## src/rtl/fmul_pkg.sv

```systemverilog
package fmul_pkg;
   typedef enum logic [1:0] {
      MD_DEF    = 2'b00,
      MD_STRUNC = 2'b01,
      MD_UTRUNC = 2'b10,
      MD_SCALE  = 2'b11
   } fmul_mode_e;
endpackage

```

## src/rtl/fmul_product.sv

```systemverilog
// Sign-aware full product: operands are extended by one bit, with zero or
// sign fill chosen per call, so one signed multiplier serves both kinds.
module fmul_product #(
   parameter int DW = 16,
   localparam int W = 2*DW + 2
) (
   input  logic [DW-1:0]       a_i,
   input  logic [DW-1:0]       b_i,
   input  logic                uns_i,
   output logic signed [W-1:0] p_o
);
   logic signed [DW:0] ae, be;

   always_comb begin
      ae  = uns_i ? {1'b0, a_i} : {a_i[DW-1], a_i};
      be  = uns_i ? {1'b0, b_i} : {b_i[DW-1], b_i};
      p_o = ae * be;
   end
endmodule

```

## src/rtl/fmul_round.sv

```systemverilog
// Rounds away the lowest FRAC bits; exact halves go up or to even.
module fmul_round #(
   parameter int IN_W = 34,
   parameter int FRAC = 16,
   localparam int EW = IN_W + 1
) (
   input  logic signed [IN_W-1:0] x_i,
   input  logic                   biased_i,
   output logic signed [EW-1:0]   q_o
);
   localparam logic signed [EW-1:0] ONE  = 1;
   localparam logic signed [EW-1:0] HALF = ONE <<< (FRAC-1);

   logic signed [EW-1:0] xe, sum, qr;
   logic                 tie;

   always_comb begin
      xe  = {x_i[IN_W-1], x_i};
      sum = xe + HALF;
      qr  = sum >>> FRAC;
      tie = (xe[FRAC-1:0] == HALF[FRAC-1:0]);
      q_o = (tie && !biased_i) ? {qr[EW-1:1], 1'b0} : qr;
   end
endmodule

```

## src/rtl/fmul_clamp.sv

```systemverilog
// Clamps a wide value into OUT_W bits, signed or unsigned range per variant.
module fmul_clamp #(
   parameter int IN_W   = 35,
   parameter int OUT_W  = 16,
   parameter bit SIGNED = 1'b1
) (
   input  logic signed [IN_W-1:0] x_i,
   output logic [OUT_W-1:0]       y_o,
   output logic                   sat_o
);
   localparam logic signed [IN_W-1:0] ONE = 1;

   logic signed [IN_W-1:0] hi, lo;
   logic                   over, under;

   generate
      if (IN_W <= OUT_W + 1) begin : g_bad_width
         $error("fmul_clamp: IN_W must exceed OUT_W + 1");
      end
      if (SIGNED) begin : g_signed
         assign hi = (ONE <<< (OUT_W-1)) - ONE;
         assign lo = -(ONE <<< (OUT_W-1));
      end else begin : g_unsigned
         assign hi = (ONE <<< OUT_W) - ONE;
         assign lo = '0;
      end
   endgenerate

   always_comb begin
      over  = (x_i > hi);
      under = (x_i < lo);
      sat_o = over | under;
      if (over)       y_o = hi[OUT_W-1:0];
      else if (under) y_o = lo[OUT_W-1:0];
      else            y_o = x_i[OUT_W-1:0];
   end
endmodule

```

## src/rtl/frac_mul.sv

```systemverilog
module frac_mul #(
   parameter int DW = 16
) (
   input  logic            clk,
   input  logic            rst_n,
   input  logic            vld_i,
   input  logic [DW-1:0]   a_i,
   input  logic [DW-1:0]   b_i,
   input  logic [1:0]      mode_i,
   input  logic            rnd_i,
   output logic            vld_o,
   output logic [DW-1:0]   res16_o,
   output logic [2*DW-1:0] res32_o,
   output logic            res32_vld_o,
   output logic            sat_o,
   output logic            ovf_o
);
   import fmul_pkg::*;

   localparam int PW = 2*DW;
   localparam int W  = PW + 2;
   localparam int QW = W + 1;
   localparam int NR = 2;
   localparam int NM = 4;

   generate
      if (DW < 4) begin : g_bad_dw
         $error("frac_mul: DW must be at least 4");
      end
   endgenerate

   // operand capture
   logic             vld_q, rnd_q;
   logic [DW-1:0]    a_q, b_q;
   fmul_mode_e       mode_q;

   always_ff @(posedge clk or negedge rst_n) begin
      if (!rst_n) begin
         vld_q  <= 1'b0;
         a_q    <= '0;
         b_q    <= '0;
         mode_q <= MD_DEF;
         rnd_q  <= 1'b0;
      end else begin
         vld_q <= vld_i;
         if (vld_i) begin
            a_q    <= a_i;
            b_q    <= b_i;
            mode_q <= fmul_mode_e'(mode_i);
            rnd_q  <= rnd_i;
         end
      end
   end

   // product and fractional corrections
   logic signed [W-1:0] prod, corr, dbl;
   logic [NR-1:0][W-1:0]  rin;
   logic [NR-1:0][QW-1:0] rq;
   logic [QW-1:0]         tq, uq;
   logic [NM-1:0][QW-1:0] cin;
   logic [NM-1:0][DW-1:0] hv;
   logic [NM-1:0]         hs;
   logic [PW-1:0]         w32;
   logic                  wsat, wide_on;

   fmul_product #(.DW(DW)) i_prod (
      .a_i   (a_q),
      .b_i   (b_q),
      .uns_i (mode_q == MD_UTRUNC),
      .p_o   (prod)
   );

   always_comb begin
      corr   = prod <<< 1;
      dbl    = prod <<< 2;
      rin[0] = corr;
      rin[1] = dbl;
      tq     = {corr[W-1], corr >>> DW};
      uq     = {prod[W-1], prod >>> DW};
   end

   for (genvar g = 0; g < NR; g++) begin : g_rnd
      fmul_round #(.IN_W(W), .FRAC(DW)) i_rnd (
         .x_i      (rin[g]),
         .biased_i (rnd_q),
         .q_o      (rq[g])
      );
   end

   // clamp slot order follows the mode encoding
   assign cin = {rq[1], uq, tq, rq[0]};

   for (genvar g = 0; g < NM; g++) begin : g_clamp
      fmul_clamp #(.IN_W(QW), .OUT_W(DW), .SIGNED(g != 2)) i_clamp (
         .x_i   (cin[g]),
         .y_o   (hv[g]),
         .sat_o (hs[g])
      );
   end

   fmul_clamp #(.IN_W(W), .OUT_W(PW), .SIGNED(1'b1)) i_wide (
      .x_i   (corr),
      .y_o   (w32),
      .sat_o (wsat)
   );

   always_comb begin
      wide_on     = (mode_q == MD_DEF);
      vld_o       = vld_q;
      res16_o     = hv[mode_q];
      sat_o       = vld_q & hs[mode_q];
      res32_o     = wide_on ? w32 : '0;
      res32_vld_o = vld_q & wide_on;
      ovf_o       = vld_q & wide_on & wsat;
   end
endmodule

```

## config.mk

```make
export PLATFORM = sky130hd
export DESIGN_NAME = frac_mul
export DESIGN_NICKNAME = d
export VERILOG_FILES = /design/src/rtl/fmul_pkg.sv /design/src/rtl/fmul_product.sv /design/src/rtl/fmul_round.sv /design/src/rtl/fmul_clamp.sv /design/src/rtl/frac_mul.sv
export SDC_FILE = /design/constraint.sdc
export NUM_CORES = 1
export LEC_CHECK = 0
export BUFFER_PORTS_ARGS = -buffer_cell sky130_fd_sc_hd__buf_2
export CAP_MARGIN = 20
export CORE_MARGIN = 2
export CORE_UTILIZATION = 45
export DETAILED_ROUTE_END_ITERATION = 10
export HOLD_SLACK_MARGIN = 0.05
export PLACE_DENSITY = 0.6
export REMOVE_ABC_BUFFERS = 1
export SLEW_MARGIN = 20
export SYNTH_ARGS = -nofsm -noshare
export SYNTH_HDL_FRONTEND = slang
export SYNTH_SLANG_ARGS = --single-unit
```

## constraint.sdc

```tcl
create_clock -name clk -period 22.8 [get_ports clk]
set_input_delay 1.14 -clock clk [delete_from_list [all_inputs] [get_ports clk]]
set_output_delay 1.14 -clock clk [all_outputs]
set_load 0.1 [all_outputs]
```

# Yosys cells after proc, flatten, opt, wreduce, memory -nomap -nowiden

Index checks and enable logic that the tools add are counted.

$add $sub $neg: 2
Multipliers: 1
Div/mod/pow operators: 0
Magnitude comparators: 11
Equality and inequality tests: 3
Shifts and indexed selects: 0
Multiplexer cells: 19
Bitwise logic cells: 8
Reductions and logical operators: 4

Operators with widths:

| operator                                                               | count |
|---|---|
| 16-bit 2-to-1 mux                                                      | 9 |
| 32-bit 2-to-1 mux                                                      | 3 |
| 34-bit by 17-bit adder with 35-bit output, second input constant       | 2 |
| 19-bit by 16-bit > comparator with 1-bit output, second input constant | 2 |
| 19-bit by 16-bit < comparator with 1-bit output, second input constant | 2 |
| 34-bit by 32-bit > comparator with 1-bit output, second input constant | 1 |
| 34-bit by 32-bit < comparator with 1-bit output, second input constant | 1 |
| 17-bit by 17-bit multiplier with 34-bit output                         | 1 |
| 17-bit 2-to-1 mux                                                      | 2 |
| 16-bit binary-select mux with 2-bit select                             | 1 |
| 18-bit by 16-bit > comparator with 1-bit output, second input constant | 1 |
| 18-bit by 17-bit > comparator with 1-bit output, second input constant | 1 |
| 18-bit by 1-bit < comparator with 1-bit output, second input constant  | 1 |
| 18-bit by 16-bit < comparator with 1-bit output, second input constant | 1 |
| 15-bit == test, second input constant                                  | 1 |
| 14-bit == test, second input constant                                  | 1 |
| 1-bit bitwise OR                                                       | 5 |
| 1-bit AND                                                              | 3 |
| 2-bit by 3-bit < comparator with 1-bit output, second input constant   | 1 |
| 1-bit 2-to-1 mux                                                       | 3 |
| 1-bit binary-select mux with 2-bit select                              | 1 |
| 2-bit == test, second input constant                                   | 1 |
| 1-bit logical AND                                                      | 2 |
| 2-bit zero test                                                        | 1 |
| 1-bit zero test                                                        | 1 |

Bits in registers: 36
Bits in latches: 0
Memory bits (writable): 0
Memory bits (read-only): 0
Output and inout port bits: 52
Memories kept: 0

# Longest topological paths before layout

Depth after elaboration: 11
Depth in mapped cells: 35
Gate-level depth less buffers: 30

# Modules after synthesis

A second synthesis with hierarchy kept.

Cell total of the unflattened synthesis: 1752
Area, all modules: 15735.1 um^2

Modules (own cells, without submodules):

| module                               | times used | cells each | area an instance (um^2) | seq. area each (um^2) |
|---|---|---|---|---|
| fmul_product                         | 1          | 1215       | 10984.3                 | 0.0 |
| frac_mul                             | 1          | 137        | 1968.1                  | 900.9 |
| fmul_round                           | 2          | 70         | 540.5                   | 0.0 |
| fmul_clamp at g_clamp[0].i_clamp ... | 3          | 33         | 244.0                   | 0.0 |
| fmul_clamp at i_wide                 | 1          | 115        | 704.4                   | 0.0 |
| fmul_clamp at g_clamp[2].i_clamp     | 1          | 46         | 265.3                   | 0.0 |

# Worst setup path before layout

Ideal clock, no wire load.

Kind: register to output
Start: reg mode_q[0]
End: out res32_o[10]
Data arrival time: 9.534 ns
Required time: 21.660 ns
Slack: 12.126 ns
Cell stages (with the launch flop): 28
Cell sequence: dfrtp_1 > inv_1 > nand2_1 > and2_1 > clkbuf_1 > nand2_1 > inv_1 > fa_1 > inv_1 > fa_1 > inv_1 > fa_1 > fa_1 > fa_1 > inv_1 > fa_1 > inv_1 > ha_1 > a21oi_1 > o21ai_0 > or3_1 > o22ai_1 > mux2i_1 > nand2_1 > o21ai_1 > clkbuf_1 > nand2_1 > o21ai_0

Cells in the longest elaborated chain, start to end: 7

Ends and longest elaborated chain:

| item                                            | line                                   | RTL |
|---|---|---|
| start, declared                                 | frac_mul.sv:35                         | `fmul_mode_e mode_q;` |
| start signal, assigned                          | frac_mul.sv:49                         | `mode_q <= fmul_mode_e'(mode_i);` |
| 2-bit == test                                   | frac_mul.sv:69                         | `.uns_i (mode_q == MD_UTRUNC),` |
| 17-bit 2-to-1 mux, on equally long branches     | fmul_product.sv:15, fmul_product.sv:16 |  |
| 17-bit by 17-bit multiplier with 34-bit output  | fmul_product.sv:17                     | `p_o = ae * be;` |
| 34-bit by 32-bit < comparator with 1-bit output | fmul_clamp.sv:31                       | `under = (x_i < lo);` |
| 32-bit 2-to-1 mux                               | fmul_clamp.sv:34                       | `else if (under) y_o = lo[OUT_W-1:0];` |
| 32-bit 2-to-1 mux                               | fmul_clamp.sv:33                       | `if (over) y_o = hi[OUT_W-1:0];` |
| 32-bit 2-to-1 mux *                             | frac_mul.sv:112                        | `res32_o = wide_on ? w32 : '0;` |
| end, declared                                   | frac_mul.sv:13                         | `output logic [2*DW-1:0] res32_o,` |

Mark *: on every way between the ends. The rest lies on a longest branch, timed or not.

# Worst setup path in the final report

Start: reg mode_q[0]
End: out res16_o[0]

Cells in the longest elaborated chain, start to end: 9

Ends and longest elaborated chain:

| item                                            | line                                   | RTL |
|---|---|---|
| 2-bit == test                                   | frac_mul.sv:69                         |  |
| 17-bit 2-to-1 mux, on equally long branches     | fmul_product.sv:15, fmul_product.sv:16 |  |
| 17-bit by 17-bit multiplier with 34-bit output  | fmul_product.sv:17                     |  |
| 34-bit by 17-bit adder with 35-bit output       | fmul_round.sv:19                       | `sum = xe + HALF;` |
| 19-bit by 16-bit < comparator with 1-bit output | fmul_clamp.sv:31                       |  |
| 16-bit 2-to-1 mux                               | fmul_clamp.sv:34                       |  |
| 16-bit 2-to-1 mux                               | fmul_clamp.sv:33                       |  |
| 16-bit binary-select mux with 2-bit select *    | frac_mul.sv:110                        | `res16_o = hv[mode_q];` |
| 16-bit 2-to-1 mux (not written as such) *       | frac_mul.sv:110                        |  |
| end, declared                                   | frac_mul.sv:12                         | `output logic [DW-1:0] res16_o,` |

Mark *: on every way between the ends. The rest lies on a longest branch, timed or not. The select of a mux whose other input is x is not followed.

==> results.tsv <==
metric	value	unit
grt_pass1_vias	12500	
cts_buffers	5	
reg2reg_to	a_q[9]	
finClkSkew	0	ns
ys_seq_area_frac	0.0613	
dpl.cell_count	2147	
post-route-period-util	0.513	
areaGrowthSynthToFinish	5.22	%
grt-ovfl-total	0	
htree_levels	2	
setup.worst_path.class	reg2out	
start_util	0.454	
clk_latency	0.29	ns
ys_top_cells_by_area	fa_1 40%, inv_1 9.5%, ha_1 7.4%	
drt_first_pass_iters	5	
fillCellCount	3236	
hold_viol	0	
antennaDiodeCount	0	
antenna_found_initial	0	
final_max_slew_viol_count	0	
hold_path_class	reg2reg	
slew_headroom	0.373	
wirelength	36500	um
ioPinCount	90	
rsz0062_at_grt	no	
cts_tree	built	
dieArea	34100	um2
fp-row-count	66	
clk_path_buf_depth	2	
vias_per_cell	5.38	
timing.final.ws_setup	11.10	ns
fin_hold_ws	0.519	ns
yosysTopAreaCell	fa_1	
path_clk_slew	0.07	ns
drc_errors	0	
worst-endpoint-arrival	10.56	ns
place_congestion	0.895	
drtIter0Drc	620	
clockRootBuffer	clkbuf_16	
synth_common_cells	374 x inv_1, 296 x fa_1, 243 x nand2_1	
via_count	11600	
worstPathRequired	21.66	ns
crit_top_cell	fa_1	
drive_gt1_frac	0.106	
rr_startpoint	a_q[9]	
chipHeight	185	um
hold_buffers	0	
maxCapViolCount	0	
nets	2133	
seq_area	901	um2
grt_start_max_net_pins	41	
min_delay_worst_endpoint	rnd_q	
finalSetupTns	0	ns
r2r_cells	1	
synth_most_common_cell	inv_1	
cts-resized-gates	0	
syn_inst	1692	
port_buffers	89	
instances_no_fill	2155	
coreArea	32400	um2
die_w	185	um
yosysUniqueCellTypes	84	
slowest_stage	nor3_4	
worst_setup_path_end_kind	primary output	
multi_input_area	12000	um2
dp_hpwl	29400	um
ant_nets	0	
cts.sinks	36	
yosysWarnings	0	
grt_first_pass_wirelength	62600	um
async_reset_ff_frac	1.00	
grt_usage	0.230	
synth.avg_cell_area	8.69	um2
max_freq	85.5	MHz
path_max_fanout	40	
setup_violations	0	
synth_flop_cell	dfrtp_1	
worst_slew_pin_slew	0.933	ns
netlist_area	14700	um2
synth-seq-cells	36	
synth_top_cell_area_share	0.403	
cp_slowest_stage_delay	0.57	ns
status	completed	
routedWlPerCell	16.9	um
pre_cts_ws	11.40	ns
synth_edf_count	0	
reg2reg_slack	21.53	ns
postCtsSetupRepairBufs	0	
min_from	rnd_q	
finalCriticalPeriod	11.70	ns
cp-start-kind	flop	
holdPathStages	1	
## cell usage in the layout (no fill, tap or decap), types with 5 or more instances in the layout
cell         n
a21o_1       8
a21oi_1     48
a31oi_1      5
a32oi_1     14
and2_1     121
and3_1      18
buf_2       89
clkbuf_16    5
dfrtp_1     36
fa_1       296
ha_1        87
inv_1      374
mux2_2      34
nand2_1    243
nand3_1     18
nand4_1     11
nor2_1      51
nor3_1      18
nor4_1       5
o211ai_1    16
o21ai_0     40
o21ai_1      7
or3_1        5
xnor2_1     39
xnor2_2      5
xor2_1      15
## flip-flops by register name, indices dropped and copies added (netlist names)
| register | cells |
|---|---|
| a_q | 16 |
| rnd_q | 1 |
| vld_o | 1 |
| mode_q | 2 |
| b_q | 16 |
## worst max path at each step
stage / start / endpoint / slack [ns] / cells after the start
2_1_floorplan: mode_q[0] / res32_o[10] / 11.27 / 25
3_3_place_gp: mode_q[0] / res32_o[13] / 11.26 / 27
3_5_place_dp: mode_q[0] / res16_o[0] / 11.40 / 29
4_1_cts: mode_q[0] / res16_o[0] / 11.03 / 29
5_1_grt: mode_q[0] / res32_o[1] / 10.39 / 27
6_report: mode_q[0] / res16_o[0] / 11.10 / 28
## metal layers
layer	track usage	routed length (um)	share of wire
met5	0	0	0
met1	0.291	15000	0.41
met4	0.0632	874	0.024
met3	0.0171	1390	0.038
met2	0.421	19200	0.53
## logic make-up after synthesis
kind of cell	synth area share
flops	0.0613
buf+inv	0.123
mux	0.0281
simple gates	0.175
fa+ha+maj	0.477
compound gates	0.0958
xor+xnor	0.0396
## critical path, delay by kind of cell, from the launching register on
| family | cells | cell delay, ns |
|---|---|---|
| buf+inv | 6 | 1.29 |
| xor+xnor | 1 | 0.40 |
| simple gates | 6 | 2.86 |
| compound gates | 8 | 1.68 |
| fa+ha+maj | 7 | 3.64 |
| flops | 1 | 0.33 |
## layout make-up
class | instances | share of cell area
Multi-Input combinational cell | 1203 | 0.776
Inverter | 374 | 0.0907
Sequential cell | 36 | 0.0582
Tap cell | 442 | 0.0357
Timing Repair Buffer | 92 | 0.0302
Clock buffer | 5 | 0.00809
Clock inverter | 3 | 0.00121
## stage by stage
step | utilization | area [um2]
after floorplan | - | 14300
after CTS | 0.478 | 15500
after global routing | 0.478 | 15500
after global placement | 0.473 | 15300
final | 0.478 | 15500
after detailed placement | 0.473 | 15300
Power is not shown: default switching activity piles up to over one toggle a cycle in this logic, so the estimate is an artifact.
